### config.mk
export PLATFORM = sky130hd
export DESIGN_NAME = dual_bus_regbank
export DESIGN_NICKNAME = d
export VERILOG_FILES = /design/src/rtl/regbank_pkg.sv /design/src/rtl/regbank_cell.sv /design/src/rtl/regbank_bus_mux.sv /design/src/rtl/dual_bus_regbank.sv
export SDC_FILE = /design/constraint.sdc
export NUM_CORES = 1
export LEC_CHECK = 0
export CAP_MARGIN = 10
export CORE_MARGIN = 1
export CORE_UTILIZATION = 56
export CTS_CLUSTER_SIZE = 20
export DETAILED_ROUTE_END_ITERATION = 10
export PLACE_DENSITY = 0.81
export SLEW_MARGIN = 15
export SYNTH_ARGS = -nofsm -noshare
export SYNTH_HDL_FRONTEND = slang
export SYNTH_SLANG_ARGS = --single-unit
### constraint.sdc
create_clock -name clk_i -period 2.1 [get_ports clk_i]
set_clock_uncertainty 0.05 [all_clocks]
set_input_delay 0.42 -clock clk_i [delete_from_list [all_inputs] [get_ports clk_i]]
set_output_delay 0.42 -clock clk_i [all_outputs]
set_load 0.02 [all_outputs]
### src/rtl/regbank_pkg.sv
package regbank_pkg;
  localparam int unsigned DEF_NUM_REGS = 8;
  localparam int unsigned DEF_WIDTH    = 16;
endpackage

### src/rtl/regbank_cell.sv
module regbank_cell #(
  parameter int unsigned WIDTH = regbank_pkg::DEF_WIDTH
) (
  input  logic             clk_i,
  input  logic             rst_ni,
  input  logic             ld_a_i,
  input  logic             ld_b_i,
  input  logic [WIDTH-1:0] bus_a_i,
  input  logic [WIDTH-1:0] bus_b_i,
  output logic [WIDTH-1:0] q_o
);
  always_ff @(posedge clk_i or negedge rst_ni) begin
    if (!rst_ni)     q_o <= '0;
    else if (ld_a_i) q_o <= bus_a_i;  // A wins on double load
    else if (ld_b_i) q_o <= bus_b_i;
  end
endmodule

### src/rtl/regbank_bus_mux.sv
module regbank_bus_mux #(
  parameter int unsigned NUM_SRC = regbank_pkg::DEF_NUM_REGS + 1,
  parameter int unsigned WIDTH   = regbank_pkg::DEF_WIDTH
) (
  input  logic [NUM_SRC-1:0]            sel_i,
  input  logic [NUM_SRC-1:0][WIDTH-1:0] data_i,
  output logic [WIDTH-1:0]              bus_o
);
  // AND-OR stand-in for a tristate bus: idle reads zero, contention ORs
  always_comb begin
    bus_o = '0;
    for (int i = 0; i < NUM_SRC; i++)
      bus_o |= data_i[i] & {WIDTH{sel_i[i]}};
  end
endmodule

### src/rtl/dual_bus_regbank.sv
module dual_bus_regbank #(
  parameter int unsigned NUM_REGS = regbank_pkg::DEF_NUM_REGS,
  parameter int unsigned WIDTH    = regbank_pkg::DEF_WIDTH
) (
  input  logic                clk_i,
  input  logic                rst_ni,
  input  logic [NUM_REGS-1:0] ld_a_i,
  input  logic [NUM_REGS-1:0] ld_b_i,
  input  logic [NUM_REGS-1:0] drv_a_i,
  input  logic [NUM_REGS-1:0] drv_b_i,
  input  logic                src_a_en_i,
  input  logic [WIDTH-1:0]    src_a_i,
  input  logic                src_b_en_i,
  input  logic [WIDTH-1:0]    src_b_i,
  output logic [WIDTH-1:0]    bus_a_o,
  output logic [WIDTH-1:0]    bus_b_o
);
  localparam int unsigned NUM_SRC = NUM_REGS + 1;

  logic [NUM_REGS-1:0][WIDTH-1:0] reg_q;
  logic [NUM_SRC-1:0][WIDTH-1:0]  src_data_a, src_data_b;
  logic [NUM_SRC-1:0]             sel_a, sel_b;

  // slot NUM_REGS is the external source
  assign sel_a      = {src_a_en_i, drv_a_i};
  assign sel_b      = {src_b_en_i, drv_b_i};
  assign src_data_a = {src_a_i, reg_q};
  assign src_data_b = {src_b_i, reg_q};

  regbank_bus_mux #(.NUM_SRC(NUM_SRC), .WIDTH(WIDTH)) u_mux_a (
    .sel_i(sel_a), .data_i(src_data_a), .bus_o(bus_a_o)
  );
  regbank_bus_mux #(.NUM_SRC(NUM_SRC), .WIDTH(WIDTH)) u_mux_b (
    .sel_i(sel_b), .data_i(src_data_b), .bus_o(bus_b_o)
  );

  for (genvar k = 0; k < NUM_REGS; k++) begin : g_reg
    regbank_cell #(.WIDTH(WIDTH)) u_cell (
      .clk_i  (clk_i),
      .rst_ni (rst_ni),
      .ld_a_i (ld_a_i[k]),
      .ld_b_i (ld_b_i[k]),
      .bus_a_i(bus_a_o),
      .bus_b_i(bus_b_o),
      .q_o    (reg_q[k])
    );
  end
endmodule

After elaboration in Yosys (flattened, before gate mapping) --
Index checks and enable logic that the tools add are counted.
Word-level totals: output and inout bits 32, bits in registers 128, logic and storage cells 66
Cells by class: reduce and logical (&&, ||, !) cells 8, bitwise operators 34, muxes and demuxes 16
Operator list (number):
- $and 16x16->16 | 18
- $mux 16 | 16
- $or 16x16->16 | 16
- $reduce_bool 2->1 | 8

Longest topological paths before layout --
Gate-level depths: netlist (run 1).
word-level depth 11, gate-level depth with buffers 7, mapped depth without buffers 4

Modules after synthesis --
Synthesis (run 1) repeated with hierarchy kept, for this count alone.
Unflattened totals: cell total of the unflattened synthesis 738, area total of the unflattened synthesis 7557.2 µm²
By module, submodules not included:
- regbank_cell | times used 8, cells an instance 69, seq. area each 400.4 µm², area each 744.5 µm²
- regbank_bus_mux | times used 2, cells an instance 93, seq. area each 0.0 µm², area each 800.8 µm²

Worst setup path after synthesis (run 1) --
No wires, ideal clock.
path type input-to-output, start point input port drv_b_i[7], end point output port bus_b_o[10], data required time 1630 ps, stages 6, data arrival time 1351 ps, path slack 279 ps, cells stage by stage buf_6 > buf_6 > a222oi_1 > and4_1 > buf_6 > inv_1
Between the ends: word-level cells in the longest chain between the ends 3
Ends and longest elaborated chain:
- start: declaration | line dual_bus_regbank.sv:10 | input logic [NUM_REGS-1:0] drv_b_i,
- $and 16x16->16 | line regbank_bus_mux.sv:13 | bus_o |= data_i[i] & {WIDTH{sel_i[i]}};
- $or 16x16->16 (2 in series) | line regbank_bus_mux.sv:13
- end: declaration | line dual_bus_regbank.sv:16 | output logic [WIDTH-1:0] bus_b_o
Every way passes these cells.

Worst setup path after layout (run 1) --
start point register g_reg[3].u_cell.q_o[3], end point output port bus_b_o[3]
Between the ends: word-level cells in the longest chain between the ends 7
Ends and longest elaborated chain:
- start: declaration | line regbank_cell.sv:10 | output logic [WIDTH-1:0] q_o
- start signal: assignment | line regbank_cell.sv:14 | else if (ld_a_i) q_o <= bus_a_i;
- start signal: assignment | line regbank_cell.sv:15 | else if (ld_b_i) q_o <= bus_b_i;
- $and 16x16->16 | line regbank_bus_mux.sv:13
- $or 16x16->16 (6 in series) | line regbank_bus_mux.sv:13
Every way passes these cells.

==> metrics.md, run 1 <==
| Metric | Value |
|---|---|
| Pre-CTS worst setup slack | `-0.658 ns` |
| Number of DRC violations after detailed routing | `0` |
| Number of instances in the synthesized netlist | `784` |
| Share of power burned in registers | `between 30% and 40%` |
| Maximum vdd drop | `between 0.0005 and 0.0006 V` |
| Clk sink count | `around 130` |
| Syn. warnings | `0` |
| DRT antenna net count | `0` |
| Transition time at the pin with the least slew margin | `0.570 ns` |
| Data required time of the critical path | `between 1.5 and 2 ns` |
| Total routing usage reported by global routing | `a little under half` |
| Flop and latch count out of synthesis | `approximately 130` |
| Clk_lat worst skew | `~0.43 ns` |
| Placement-stage cell area | `between 0.009 and 0.01 sq mm` |
| Number of DRC markers in iteration 0 | `about 1800` |
| Num CTS Buffers | `17` |
| Final setup vio count | `13` |
| Setup repair after global routing missed its margin | `true` |
| Crit path DAT | `approximately 1.7 ns` |
| Combinational Power Share | `a little over a fifth` |
| Routability congestion estimate | `about 0.96` |
| Area overhead of the layout relative to synthesis | `37.6%` |
| Number of buffers inserted by port buffering | `99` |
| Vert. Die Dim | `119 um` |
| Run status | `finished with violations` |
| Post-route cell area | `0.0106 sq mm` |
| Number of antenna violations at the first check in global routing | `0` |
| Final instance count without filler cells | `~1100` |
| TritonCTS clock tree | `yes` |
| Biggest register | `g.u_cell.q_o` |
| Maximum number of pins on one net before global-route repair | `39` |
| Proportion of layout cells with a drive suffix above 1 | `approximately 27%` |
| Class of the worst hold path | `in -> async` |
| Vias after detailed routing | `roughly 8700` |
| Routed wire length per instance | `around 28 um` |
| Leakage power | `4.56 nW` |
| CTS root buffer | `sky130_fd_sc_hd__clkbuf_16` |
| Highest net fanout along the worst path | `3` |
| Fmax achieved | `roughly 0.45 GHz` |
| Number of iterations in the first detailed-routing pass | `8` |
| Final Cycle Share | `105%` |
| Seq/Total Area, Yosys | `between 40% and 50%` |
| Worst Setup Start Kind | `flop` |
| Violated checks | `setup timing` |
| I/O Pins | `100` |
| GRT Residual Overflow | `0` |
| Post-synth net total | `between 800 and 900` |
| Hpwl dp | `around 17000 um` |
| Final Max Slew Viols | `0` |
| Setup slack of the critical path after layout | `-0.0985 ns` |
| Number of buffers on the longest clock path | `2` |
| Power Density | `just under 700 mW/mm^2` |
| Inst Count DP | `between 1000 and 1500` |
| Worst-path clk slew | `~0.050 ns` |
| Cell area after synthesis | `slightly below 0.008 sq mm` |
| Top flop regs | `g.u_cell.q_o (128)` |
| Die outline area | `roughly 0.014 sq mm` |
| Synthesized area divided by synthesized cell count | `between 9 and 10 sq um` |
| Via count of the first global-routing pass | `~8600` |
| Post-layout minimum cycle time | `between 2 and 2.5 ns` |
| Row count | `between 40 and 50` |
| Worst setup path category | `reg -> out` |
| Max reg flops | `128` |
| R2r startpoint | `g_reg[3].u_cell.q_o[5]$_DFFE_PN0P_` |
| Net switching component of the power | `~0.0021 W` |
| Relative slew slack | `between 60 and 70%` |
| Synth unique cells | `19` |
| Total count of hold-check failures in the final report | `0` |
| Post-layout net count | `1017` |
| Number of H-tree levels | `4` |
| Number of max-cap violations | `0` |
| Int Power | `slightly above 0.005 W` |
| Launching instance or port of the critical path | `g_reg[3].u_cell.q_o[3]$_DFFE_PN0P_` |
| Clock power share | `39.0%` |
| Switching fraction of total power | `between 20% and 30%` |
| Worst hold margin | `0.473 ns` |
| Via-per-instance ratio | `around 7.6` |
| Kind of end point of the critical path | `output pin` |
| Total core area | `~0.013 sq mm` |
| First-pass GRT wire length | `approximately 48000 um` |
| Effective utilization at floorplan | `roughly 58%` |
| Count of inserted antenna diode cells | `0` |
| Routed wire length | `between 30000 and 40000 um` |
| Die Width | `about 120 um` |
-- stage by stage --
stage	power, W	TNS, ns	utilization [%]
after floorplan	0.00356	0	-
after global placement	0.00411	-31.16	70.1
after detailed placement	0.00417	-37.48	70.1
after CTS	0.00709	-0.0714	77.9
after global routing	0.00741	-1.06	79.5
final	0.00727	-0.632	79.5
-- metal layers --
metal  track usage [%]  wire length, um  up-vias
met3              17.9             5900      321
li1                  -                -     3386
met2              65.9            13200      953
met4              31.2             2660        0
met5              2.21                0        -
met1              54.5            10600     4032
-- kinds of logic after synthesis --
kind of cell / after synthesis / synth area share (%)
AO/OA/AOI/OAI: 384 / 39.6
buffers and inverters: 112 / 8.91
AND/OR/NAND/NOR: 160 / 9.84
flip-flops: 128 / 41.7
-- cells in the mapped netlist (all sizes together) --
cell / number / area, sq um
a211oi: 128 / 961
a21o: 128 / 961
dfrtp: 128 / 3200
nor2: 128 / 480
a22oi: 64 / 480
buf: 64 / 479
a222oi: 32 / 320
clkbuf: 32 / 145
a221oi: 16 / 178
a22o: 16 / 140
and4: 16 / 140
inv: 16 / 60.1
nand3: 16 / 135
-- power groups by stage --
stage	registers [W]	clock network (W)	logic (W)
after CTS	0.00281	0.00282	0.00147
final	0.00283	0.00283	0.00160
after global routing	0.00284	0.00292	0.00165
after floorplan	0.00280	0	0.000754
after detailed placement	0.00285	0	0.00133
after global placement	0.00284	0	0.00127
-- cells in the final DEF (no fill, tap or decap) --
cell and count:
sky130_fd_sc_hd__a211oi_1 128, sky130_fd_sc_hd__a21o_1 128, sky130_fd_sc_hd__a221oi_2 14, sky130_fd_sc_hd__a221oi_4 2, sky130_fd_sc_hd__a222oi_1 32, sky130_fd_sc_hd__a22o_1 16
sky130_fd_sc_hd__a22oi_1 57, sky130_fd_sc_hd__a22oi_2 7, sky130_fd_sc_hd__and4_1 16, sky130_fd_sc_hd__buf_12 30, sky130_fd_sc_hd__buf_16 3, sky130_fd_sc_hd__buf_2 13
sky130_fd_sc_hd__buf_4 97, sky130_fd_sc_hd__buf_6 33, sky130_fd_sc_hd__buf_8 1, sky130_fd_sc_hd__bufbuf_16 5, sky130_fd_sc_hd__bufinv_16 1, sky130_fd_sc_hd__clkbuf_1 3
sky130_fd_sc_hd__clkbuf_16 17, sky130_fd_sc_hd__clkbuf_2 5, sky130_fd_sc_hd__clkbuf_8 5, sky130_fd_sc_hd__clkdlybuf4s15_1 1, sky130_fd_sc_hd__clkdlybuf4s15_2 2, sky130_fd_sc_hd__clkdlybuf4s50_1 46
sky130_fd_sc_hd__clkinv_2 5, sky130_fd_sc_hd__dfrtp_1 128, sky130_fd_sc_hd__dlygate4sd2_1 4, sky130_fd_sc_hd__dlygate4sd3_1 1, sky130_fd_sc_hd__dlymetal6s2s_1 1, sky130_fd_sc_hd__inv_1 9
sky130_fd_sc_hd__inv_2 7, sky130_fd_sc_hd__nand3_1 3, sky130_fd_sc_hd__nand3_2 13, sky130_fd_sc_hd__nor2_1 128
-- critical path, cell delays in order (launching register included) --
cell                       delay [ns]
sky130_fd_sc_hd__dfrtp_1         0.40
sky130_fd_sc_hd__a222oi_1        0.40
sky130_fd_sc_hd__and4_1          0.29
sky130_fd_sc_hd__inv_1           0.05
sky130_fd_sc_hd__buf_2           0.15
-- path summary, 6_finish.rpt --
path / endpoint / slack, ns / depth (start not counted)
min reg2reg: g_reg[0].u_cell.q_o[2]$_DFFE_PN0P_ / 0.68 / 3
max reg2reg: g_reg[2].u_cell.q_o[5]$_DFFE_PN0P_ / 0.20 / 7
max in group asynchronous: g_reg[1].u_cell.q_o[3]$_DFFE_PN0P_ / 0.90 / 3
min in group clk_i: g_reg[5].u_cell.q_o[2]$_DFFE_PN0P_ / 0.68 / 6
min: g_reg[5].u_cell.q_o[15]$_DFFE_PN0P_ / 0.47 / 2
max: bus_b_o[3] / -0.1 / 4
-- area by class of cell --
| cell class | count | area [sq um] |
|---|---|---|
| well taps | 176 | 220 |
| clock inverters | 6 | 55.1 |
| clock buffers | 25 | 505 |
| repair buffers | 242 | 2600 |
| flip-flops and latches | 128 | 3200 |
| multi-input cells | 544 | 3930 |
| inverters | 16 | 60.1 |
| fillers | 796 | 2720 |
-- timing repair --
item	CTS	global route
setup endpoints to repair	32	30
resized for setup	228	54
endpoints found under the hold margin	31	0
hold buffers	1	0
pin swaps	44	46
setup buffers	23	17
gates cloned	9	0
Power figures use the tool's default switching activity.
==> run 2: changes to the inputs <==
CORE_MARGIN = not set   (was 1)
CORE_UTILIZATION = 60   (was 56)
PLACE_DENSITY = 0.88   (was 0.81)
clock period = 2.65 ns   (was 2.1 ns; I/O delays follow)
==> metrics.md, run 2 (same netlist as run 1, synthesis figures left out) <==
| Metric | Value |
|---|---|
| Via-per-instance ratio | `7.58 (was 7.64)` |
| TritonCTS clock tree | `yes (unchanged)` |
| Routed wire length | `28700 um (was 32400 um)` |
| Hpwl dp | `16300 um (was 17100 um)` |
| Total count of hold-check failures in the final report | `0 (unchanged)` |
| Via count of the first global-routing pass | `8368 (was 8582)` |
| Core utilization of the finished layout | `78.7% (was 79.5%)` |
| Top flop regs | `g.u_cell.q_o (128) (unchanged)` |
| Post-route cell area | `0.00966 sq mm (was 0.0106 sq mm)` |
| Power Density | `605 mW/mm^2 (was 687 mW/mm^2)` |
| Number of H-tree levels | `4 (unchanged)` |
| Num CTS Buffers | `17 (unchanged)` |
| Crit path DAT | `2.08 ns (was 1.73 ns)` |
| Hold Buf Count CTS | `0 (was 1)` |
| Area overhead of the layout relative to synthesis | `25.7% (was 37.6%)` |
| Post-layout minimum cycle time | `around 2.7 ns` |
| Register-to-Register Path Depth | `7 (unchanged)` |
| Register-to-Register Setup Slack | `0.82 ns (was 0.20 ns)` |
| Class of the worst hold path | `in -> async (unchanged)` |
| Maximum number of pins on one net before global-route repair | `50 (was 39)` |
| Share of power burned in registers | `38.3% (was 39.0%)` |
| Post-layout net count | `965 (was 1017)` |
| Vias after detailed routing | `8161 (was 8692)` |
| Clock power share | `43.6% (was 39.0%)` |
| Worst Setup Start Kind | `input pin (was flop)` |
| Pre-CTS worst setup slack | `-0.325 ns (was -0.658 ns)` |
| Number of buffers on the longest clock path | `2 (unchanged)` |
| Net switching component of the power | `0.00161 W (was 0.00211 W)` |
| Highest net fanout along the worst path | `13 (was 3)` |
| Vert. Die Dim | `115 um (was 119 um)` |
| Die outline area | `0.0133 sq mm (was 0.0142 sq mm)` |
| Final Cycle Share | `100%` |
| Die Width | `115 um (was 119 um)` |
| Biggest register | `g.u_cell.q_o (unchanged)` |
| Max reg flops | `128 (unchanged)` |
| Final Max Slew Viols | `0 (unchanged)` |
| Number of antenna violations at the first check in global routing | `0 (unchanged)` |
| Effective utilization at floorplan | `62.7% (was 57.8%)` |
| Worst r2r dst | `g_reg[5].u_cell.q_o[4]$_DFFE_PN0P_ (was g_reg[2].u_cell.q_o[5]$_DFFE_PN0P_)` |
| Relative slew slack | `62.5% (was 62.0%)` |
| Total routing usage reported by global routing | `45.0% (was 45.2%)` |
| Maximum vdd drop | `0.000701 V (was 0.000506 V)` |
| Clk_lat worst skew | `0.43 ns (about the same)` |
| Routability congestion estimate | `0.923 (was 0.957)` |
| R2r startpoint | `g_reg[6].u_cell.q_o[4]$_DFFE_PN0P_ (was g_reg[3].u_cell.q_o[5]$_DFFE_PN0P_)` |
| Setup slack of the critical path after layout | `-0.00717 ns (was -0.0985 ns)` |
| Transition time at the pin with the least slew margin | `0.563 ns (was 0.570 ns)` |
| Switching fraction of total power | `27.5% (was 29.0%)` |
| Run status | `finished with violations (unchanged)` |
| Placement-stage cell area | `0.00905 sq mm (was 0.00932 sq mm)` |
| Kind of end point of the critical path | `output pin (unchanged)` |
| Int Power | `0.00424 W (was 0.00516 W)` |
| Worst-path clk slew | `0.06 ns (was 0.05 ns)` |
| Leading cell types in the layout, fill and taps excluded | `128 x sky130_fd_sc_hd__nor2_1, 128 x sky130_fd_sc_hd__a211oi_1, 128 x sky130_fd_sc_hd__a21o_1, 128 x sky130_fd_sc_hd__dfrtp_1, 76 x sky130_fd_sc_hd__buf_4 (was 128 x sky130_fd_sc_hd__nor2_1, 128 x sky130_fd_sc_hd__a211oi_1, 128 x sky130_fd_sc_hd__a21o_1, 128 x sky130_fd_sc_hd__dfrtp_1, 97 x sky130_fd_sc_hd__buf_4)` |
| Routed wire length per instance | `26.7 um (was 28.5 um)` |
| Violated checks | `DRC, setup timing (was setup timing)` |
| I/O Pins | `100 (unchanged)` |
| Worst setup path category | `in -> out (was reg -> out)` |
| CTS root buffer | `sky130_fd_sc_hd__clkbuf_16 (unchanged)` |
| Number of DRC markers in iteration 0 | `1781 (was 1782)` |
| Fmax achieved | `roughly 0.38 GHz` |
| Data required time of the critical path | `2.07 ns (was 1.63 ns)` |
| Row count | `40 (was 42)` |
| Clk sink count | `128 (unchanged)` |
| Count of inserted antenna diode cells | `0 (unchanged)` |
| First-pass GRT wire length | `44100 um (was 47700 um)` |
| Number of max-cap violations | `0 (unchanged)` |
| Total core area | `0.0123 sq mm (was 0.0133 sq mm)` |
| Proportion of layout cells with a drive suffix above 1 | `18.8% (was 27.1%)` |
| Number of DRC violations after detailed routing | `1 (was 0)` |
| Final setup vio count | `1 (was 13)` |
| GRT Residual Overflow | `0 (unchanged)` |
| DRT antenna net count | `0 (unchanged)` |
| Number of iterations in the first detailed-routing pass | `11 (was 8)` |
| Combinational Power Share | `18.1% (was 22.0%)` |
| Leakage power | `4.08 nW (was 4.56 nW)` |
| Setup TNS Final | `-0.00717 ns (was -0.632 ns)` |
| Number of buffers inserted by port buffering | `99 (unchanged)` |
-- run 2: cell type report --
| class | count | area, sq um |
|---|---|---|
| clock buffers | 18 | 439 |
| fillers | 744 | 2610 |
| well taps | 168 | 210 |
| multi-input cells | 544 | 3810 |
| repair buffers | 190 | 1740 |
| flip-flops and latches | 128 | 3200 |
| clock inverters | 12 | 191 |
| inverters | 16 | 60.1 |
-- run 2: layer usage --
layer | global-route usage, % | up-vias | routed length, um
met3 | 15.1 | 293 | 4540
li1 | - | 3268 | -
met4 | 37.3 | 0 | 2720
met5 | 0 | - | 0
met1 | 52.1 | 3792 | 8980
met2 | 68.0 | 808 | 12500
-- run 2: what timing repair did --
item	CTS	global route
pin swaps	19	23
setup endpoints to repair	32	28
cloned	0	1
resized for setup	71	37
setup buffers	4	5
-- run 2: worst max-delay path: stages --
cell                              delay (ns)
sky130_fd_sc_hd__clkdlybuf4s50_1        0.45
sky130_fd_sc_hd__buf_12                 0.18
sky130_fd_sc_hd__a222oi_1               0.33
sky130_fd_sc_hd__and4_1                 0.28
sky130_fd_sc_hd__inv_1                  0.06
sky130_fd_sc_hd__clkdlybuf4s15_2        0.25
-- run 2: worst max-delay path by stage --
stage	end	from
floorplan	bus_b_o[10]	drv_b_i[7]
global placement	bus_a_o[9]	drv_a_i[6]
detailed placement	bus_a_o[13]	drv_a_i[6]
CTS	bus_b_o[0]	drv_b_i[3]
global route	bus_b_o[4]	drv_b_i[6]
finish	bus_b_o[4]	drv_b_i[6]
-- run 2: power groups by stage --
stage	Combinational (W)	Sequential (W)	Clock, W
floorplan	0.000597	0.00222	0
global placement	0.000955	0.00225	0
detailed placement	0.000996	0.00226	0
CTS	0.00101	0.00223	0.00255
global route	0.00111	0.00225	0.00263
finish	0.00106	0.00224	0.00255
-- run 2: per-stage QoR --
step / power [W] / std cells / hold slack [ns]
2_1_floorplan: 0.00282 / 784 / 0.184
3_5_place_dp: 0.00326 / 1036 / 0.499
6_report: 0.00584 / 1076 / 0.0447
3_3_place_gp: 0.00320 / 1036 / 0.496
5_1_grt: 0.00599 / 1076 / 0.0716
4_1_cts: 0.00579 / 1070 / 0.0576
==> run 3: changes to the inputs <==
ABC_AREA = 1   (was not set)
CORE_MARGIN = 2   (was not set)
PLACE_DENSITY = 0.87   (was 0.88)
==> metrics.md, run 3 <==
| Metric | Value |
|---|---|
| Setup slack of the critical path after layout | `0.0681 ns (was -0.00717 ns)` |
| Total Power Consumption | `0.00587 W (was 0.00584 W)` |
| Area share of the largest cell type after synthesis | `39.0% (was 41.7%)` |
| Number of buffers inserted by port buffering | `99 (unchanged)` |
| Vert. Die Dim | `121 um (was 115 um)` |
| Via count of the first global-routing pass | `9404 (was 8368)` |
| Num CTS Buffers | `17 (unchanged)` |
| Hpwl dp | `19400 um (was 16300 um)` |
| Count of filler cells inserted in the layout | `998 (was 744)` |
| Final Max Slew Viols | `0 (unchanged)` |
| Post-layout net count | `1430 (was 965)` |
| Flop and latch count out of synthesis | `128 (unchanged)` |
| First-pass GRT wire length | `47900 um (was 44100 um)` |
| Data required time of the critical path | `2.07 ns (about the same)` |
| Pre-CTS worst setup slack | `-0.112 ns (was -0.325 ns)` |
| Count of inserted antenna diode cells | `0 (unchanged)` |
| Row count | `42 (was 40)` |
| Clk_lat worst skew | `0.44 ns (was 0.43 ns)` |
| Asr flop ratio synth | `100% (unchanged)` |
| Routed wire length | `30600 um (was 28700 um)` |
| Final instance count without filler cells | `1551 (was 1076)` |
| Routed wire length per instance | `19.7 um (was 26.7 um)` |
| Number of buffers on the longest clock path | `2 (unchanged)` |
| I/O Pins | `100 (unchanged)` |
| Met3 Resource Use GR | `14.8% (was 15.1%)` |
| CP max stage delay | `0.45 ns (about the same)` |
| Setup repair after global routing missed its margin | `false` |
| Cell area after synthesis | `0.00820 sq mm (was 0.00768 sq mm)` |
| Area leader, netlist | `sky130_fd_sc_hd__dfrtp_1 (unchanged)` |
| Area overhead of the layout relative to synthesis | `24.1% (was 25.7%)` |
| Post-synth EDFFs | `0 (unchanged)` |
| Most frequent cell after synthesis | `sky130_fd_sc_hd__nand2_1` |
| Relative slew slack | `63.0% (was 62.5%)` |
| Total core area | `0.0133 sq mm (was 0.0123 sq mm)` |
| Number of DRC markers in iteration 0 | `1373 (was 1781)` |
| Worst setup path category | `in -> out (unchanged)` |
| Kind of end point of the critical path | `output pin (unchanged)` |
| Met1 GRT Util | `52.2% (was 52.1%)` |
| Leakage power | `5.17 nW (was 4.08 nW)` |
| Total routing usage reported by global routing | `43.5% (was 45.0%)` |
| Final Cycle Share | `97.4% (was 100%)` |
| Critical path's slowest cell | `sky130_fd_sc_hd__clkdlybuf4s50_1 (unchanged)` |
| Post-route cell area | `0.0102 sq mm (was 0.00966 sq mm)` |
| Class of the worst hold path | `in -> async (unchanged)` |
| Via-per-instance ratio | `6.06 (was 7.58)` |
| GRT Residual Overflow | `0 (unchanged)` |
| Maximum vdd drop | `0.000554 V (was 0.000701 V)` |
| Worst-path clk slew | `0.06 ns (about the same)` |
| Leading cell types in the layout, fill and taps excluded | `755 x sky130_fd_sc_hd__nand2_1, 158 x sky130_fd_sc_hd__nand3_1, 128 x sky130_fd_sc_hd__dfrtp_1 (was 128 x sky130_fd_sc_hd__nor2_1, 128 x sky130_fd_sc_hd__a211oi_1, 128 x sky130_fd_sc_hd__a21o_1, 128 x sky130_fd_sc_hd__dfrtp_1, 76 x sky130_fd_sc_hd__buf_4)` |
| Run status | `finished, final reports clean (was finished with violations)` |
| Final setup vio count | `0 (was 1)` |
| DRT antenna net count | `0 (unchanged)` |
| TritonCTS clock tree | `yes (unchanged)` |
| Number of antenna violations at the first check in global routing | `1 (was 0)` |
| Syn. warnings | `0 (unchanged)` |
| Global route hottest layer | `met2 (unchanged)` |
| Clk sink count | `128 (unchanged)` |
| Effective utilization at floorplan | `61.7% (was 62.7%)` |
| Post-synth net total | `1312 (was 852)` |
| Leading post-synthesis cells by instance count | `755 x sky130_fd_sc_hd__nand2_1, 158 x sky130_fd_sc_hd__nand3_1, 128 x sky130_fd_sc_hd__dfrtp_1 (was 128 x sky130_fd_sc_hd__a211oi_1, 128 x sky130_fd_sc_hd__a21o_1, 128 x sky130_fd_sc_hd__dfrtp_1, 128 x sky130_fd_sc_hd__nor2_1, 64 x sky130_fd_sc_hd__a22oi_1)` |
| Maximum number of pins on one net before global-route repair | `74 (was 50)` |
| Synthesized area divided by synthesized cell count | `6.59 sq um (was 9.80 sq um)` |
| Die Width | `121 um (was 115 um)` |
| Inst Count DP | `1518 (was 1036)` |
| Top flop regs | `g.u_cell.q_o (128) (unchanged)` |
| Highest net fanout along the worst path | `16 (was 13)` |
| Setup TNS Final | `0 ns (was -0.00717 ns)` |
| CTS root buffer | `sky130_fd_sc_hd__clkbuf_16 (unchanged)` |
| Number of DRC violations after detailed routing | `0 (was 1)` |
| Power Density | `577 mW/mm^2 (was 605 mW/mm^2)` |
| Routability congestion estimate | `0.988 (was 0.923)` |
| Critical path, cell by cell | `clkdlybuf4s50_1 > buf_12 > nand2_1 > nand3_1 > nor2_2 > nand2_2 > dlygate4sd2_1 (was clkdlybuf4s50_1 > buf_12 > a222oi_1 > and4_1 > inv_1 > clkdlybuf4s15_2)` |
| Biggest register | `g.u_cell.q_o (unchanged)` |
| Crit path DAT | `2.00 ns (was 2.08 ns)` |
| Synth unique cells | `15 (was 19)` |
| Post-layout minimum cycle time | `2.58 ns (was 2.66 ns)` |
| Fmax achieved | `0.387 GHz (was 0.376 GHz)` |
| Number of instances in the synthesized netlist | `1244 (was 784)` |
| Max reg flops | `128 (unchanged)` |
| Placement-stage cell area | `0.00959 sq mm (was 0.00905 sq mm)` |
| Most used flip-flop cell after synthesis | `sky130_fd_sc_hd__dfrtp_1 (unchanged)` |
| Most frequent standard cell in the layout excluding fill and tap cells | `sky130_fd_sc_hd__nand2_1` |
| Die outline area | `0.0146 sq mm (was 0.0133 sq mm)` |
| Vias after detailed routing | `9401 (was 8161)` |
| Number of H-tree levels | `4 (unchanged)` |
| Seq/Total Area, Yosys | `39.0% (was 41.7%)` |
| Transition time at the pin with the least slew margin | `0.554 ns (was 0.563 ns)` |
| Number of iterations in the first detailed-routing pass | `7 (was 11)` |
| Total count of hold-check failures in the final report | `0 (unchanged)` |
| Worst Setup Start Kind | `input pin (unchanged)` |
| Proportion of layout cells with a drive suffix above 1 | `14.6% (was 18.8%)` |
| Global Route met2 Usage | `66.4% (was 68.0%)` |
| Number of max-cap violations | `0 (unchanged)` |
| Most area-consuming cells after synthesis | `sky130_fd_sc_hd__dfrtp_1 39%, sky130_fd_sc_hd__nand2_1 35%, sky130_fd_sc_hd__nand3_1 9.6% (was sky130_fd_sc_hd__dfrtp_1 42%, sky130_fd_sc_hd__a211oi_1 13%, sky130_fd_sc_hd__a21o_1 13%)` |
## run 3: cell count changes after synthesis, sizes merged, moves of 8 or more
cell,before,now
a22oi,64,0
a21o,128,0
a221oi,16,0
a211oi,128,0
nor2,128,80
inv,16,8
a222oi,32,0
and4,16,0
nand3,16,160
clkbuf,32,7
a22o,16,0
nand2,0,800
## run 3: worst max-delay path: cells and delay by family
| kind | cells | cell delay (ns) |
|---|---|---|
| buffers and inverters | 3 | 0.96 |
| and+or+nand+nor | 4 | 0.50 |
## run 3: path summary, 6_finish.rpt
path                       cells after the start                             endpoint  slack [ns]                                start
min in group clk_i                             2  g_reg[6].u_cell.q_o[10]$_DFFE_PN0P_        0.47  g_reg[6].u_cell.q_o[10]$_DFFE_PN0P_
max in group asynchronous                      3   g_reg[1].u_cell.q_o[4]$_DFFE_PN0P_        1.46                               rst_ni
min reg2reg                                    2  g_reg[6].u_cell.q_o[10]$_DFFE_PN0P_        0.47  g_reg[6].u_cell.q_o[10]$_DFFE_PN0P_
max reg2reg                                    7   g_reg[4].u_cell.q_o[5]$_DFFE_PN0P_        1.23   g_reg[7].u_cell.q_o[5]$_DFFE_PN0P_
max                                            7                          bus_a_o[15]        0.07                           drv_a_i[1]
min                                            2   g_reg[7].u_cell.q_o[3]$_DFFE_PN0P_        0.43                               rst_ni
## run 3: per-stage QoR
step / hold slack [ns] / utilization, %
3_5_place_dp: 0.332 / 72.1
6_report: 0.433 / 76.5
2_1_floorplan: 0.184 / -
3_3_place_gp: 0.331 / 72.1
5_1_grt: 0.429 / 76.5
4_1_cts: 0.420 / 76.5
## run 3: kinds of logic (layout without fill, tap and decap cells)
group / Yosys count / in the layout / share of synthesized area (%)
buffers and inverters: 76 / 207 / 7.17
AND/OR/NAND/NOR: 1040 / 1040 / 53.8
flip-flops: 128 / 128 / 39.0
## run 3: power breakdown
| part | leakage (nW) | internal, W | switching, W | total, W |
|---|---|---|---|---|
| registers | 1.37 | 0.00213 | 0.000146 | 0.00227 |
| clock network | 0.273 | 0.00143 | 0.000934 | 0.00236 |
| logic | 3.53 | 0.000464 | 0.000770 | 0.00123 |
| total | 5.17 | 0.00402 | 0.00185 | 0.00587 |
## run 3: area by class of cell
type | count | area, sq um | area share, %
multi-input cells | 1040 | 4430 | 43.6
repair buffers | 167 | 1700 | 16.7
flip-flops and latches | 128 | 3200 | 31.5
clock inverters | 13 | 138 | 1.35
clock buffers | 19 | 453 | 4.45
well taps | 176 | 220 | 2.16
inverters | 8 | 30.0 | 0.295
## run 3: repair_timing
action,CTS,global route
gates resized for setup,39,0
buffers inserted,0,0
hold buffers,1,0
endpoints found under the hold margin,8,0
setup endpoints to repair,31,0
## run 3: metal layers
layer / vias up / part of all wire, %
met3: 232 / 15
li1: 4084 / -
met5: - / 0.026
met4: 2 / 8.1
met1: 4228 / 33
met2: 855 / 44
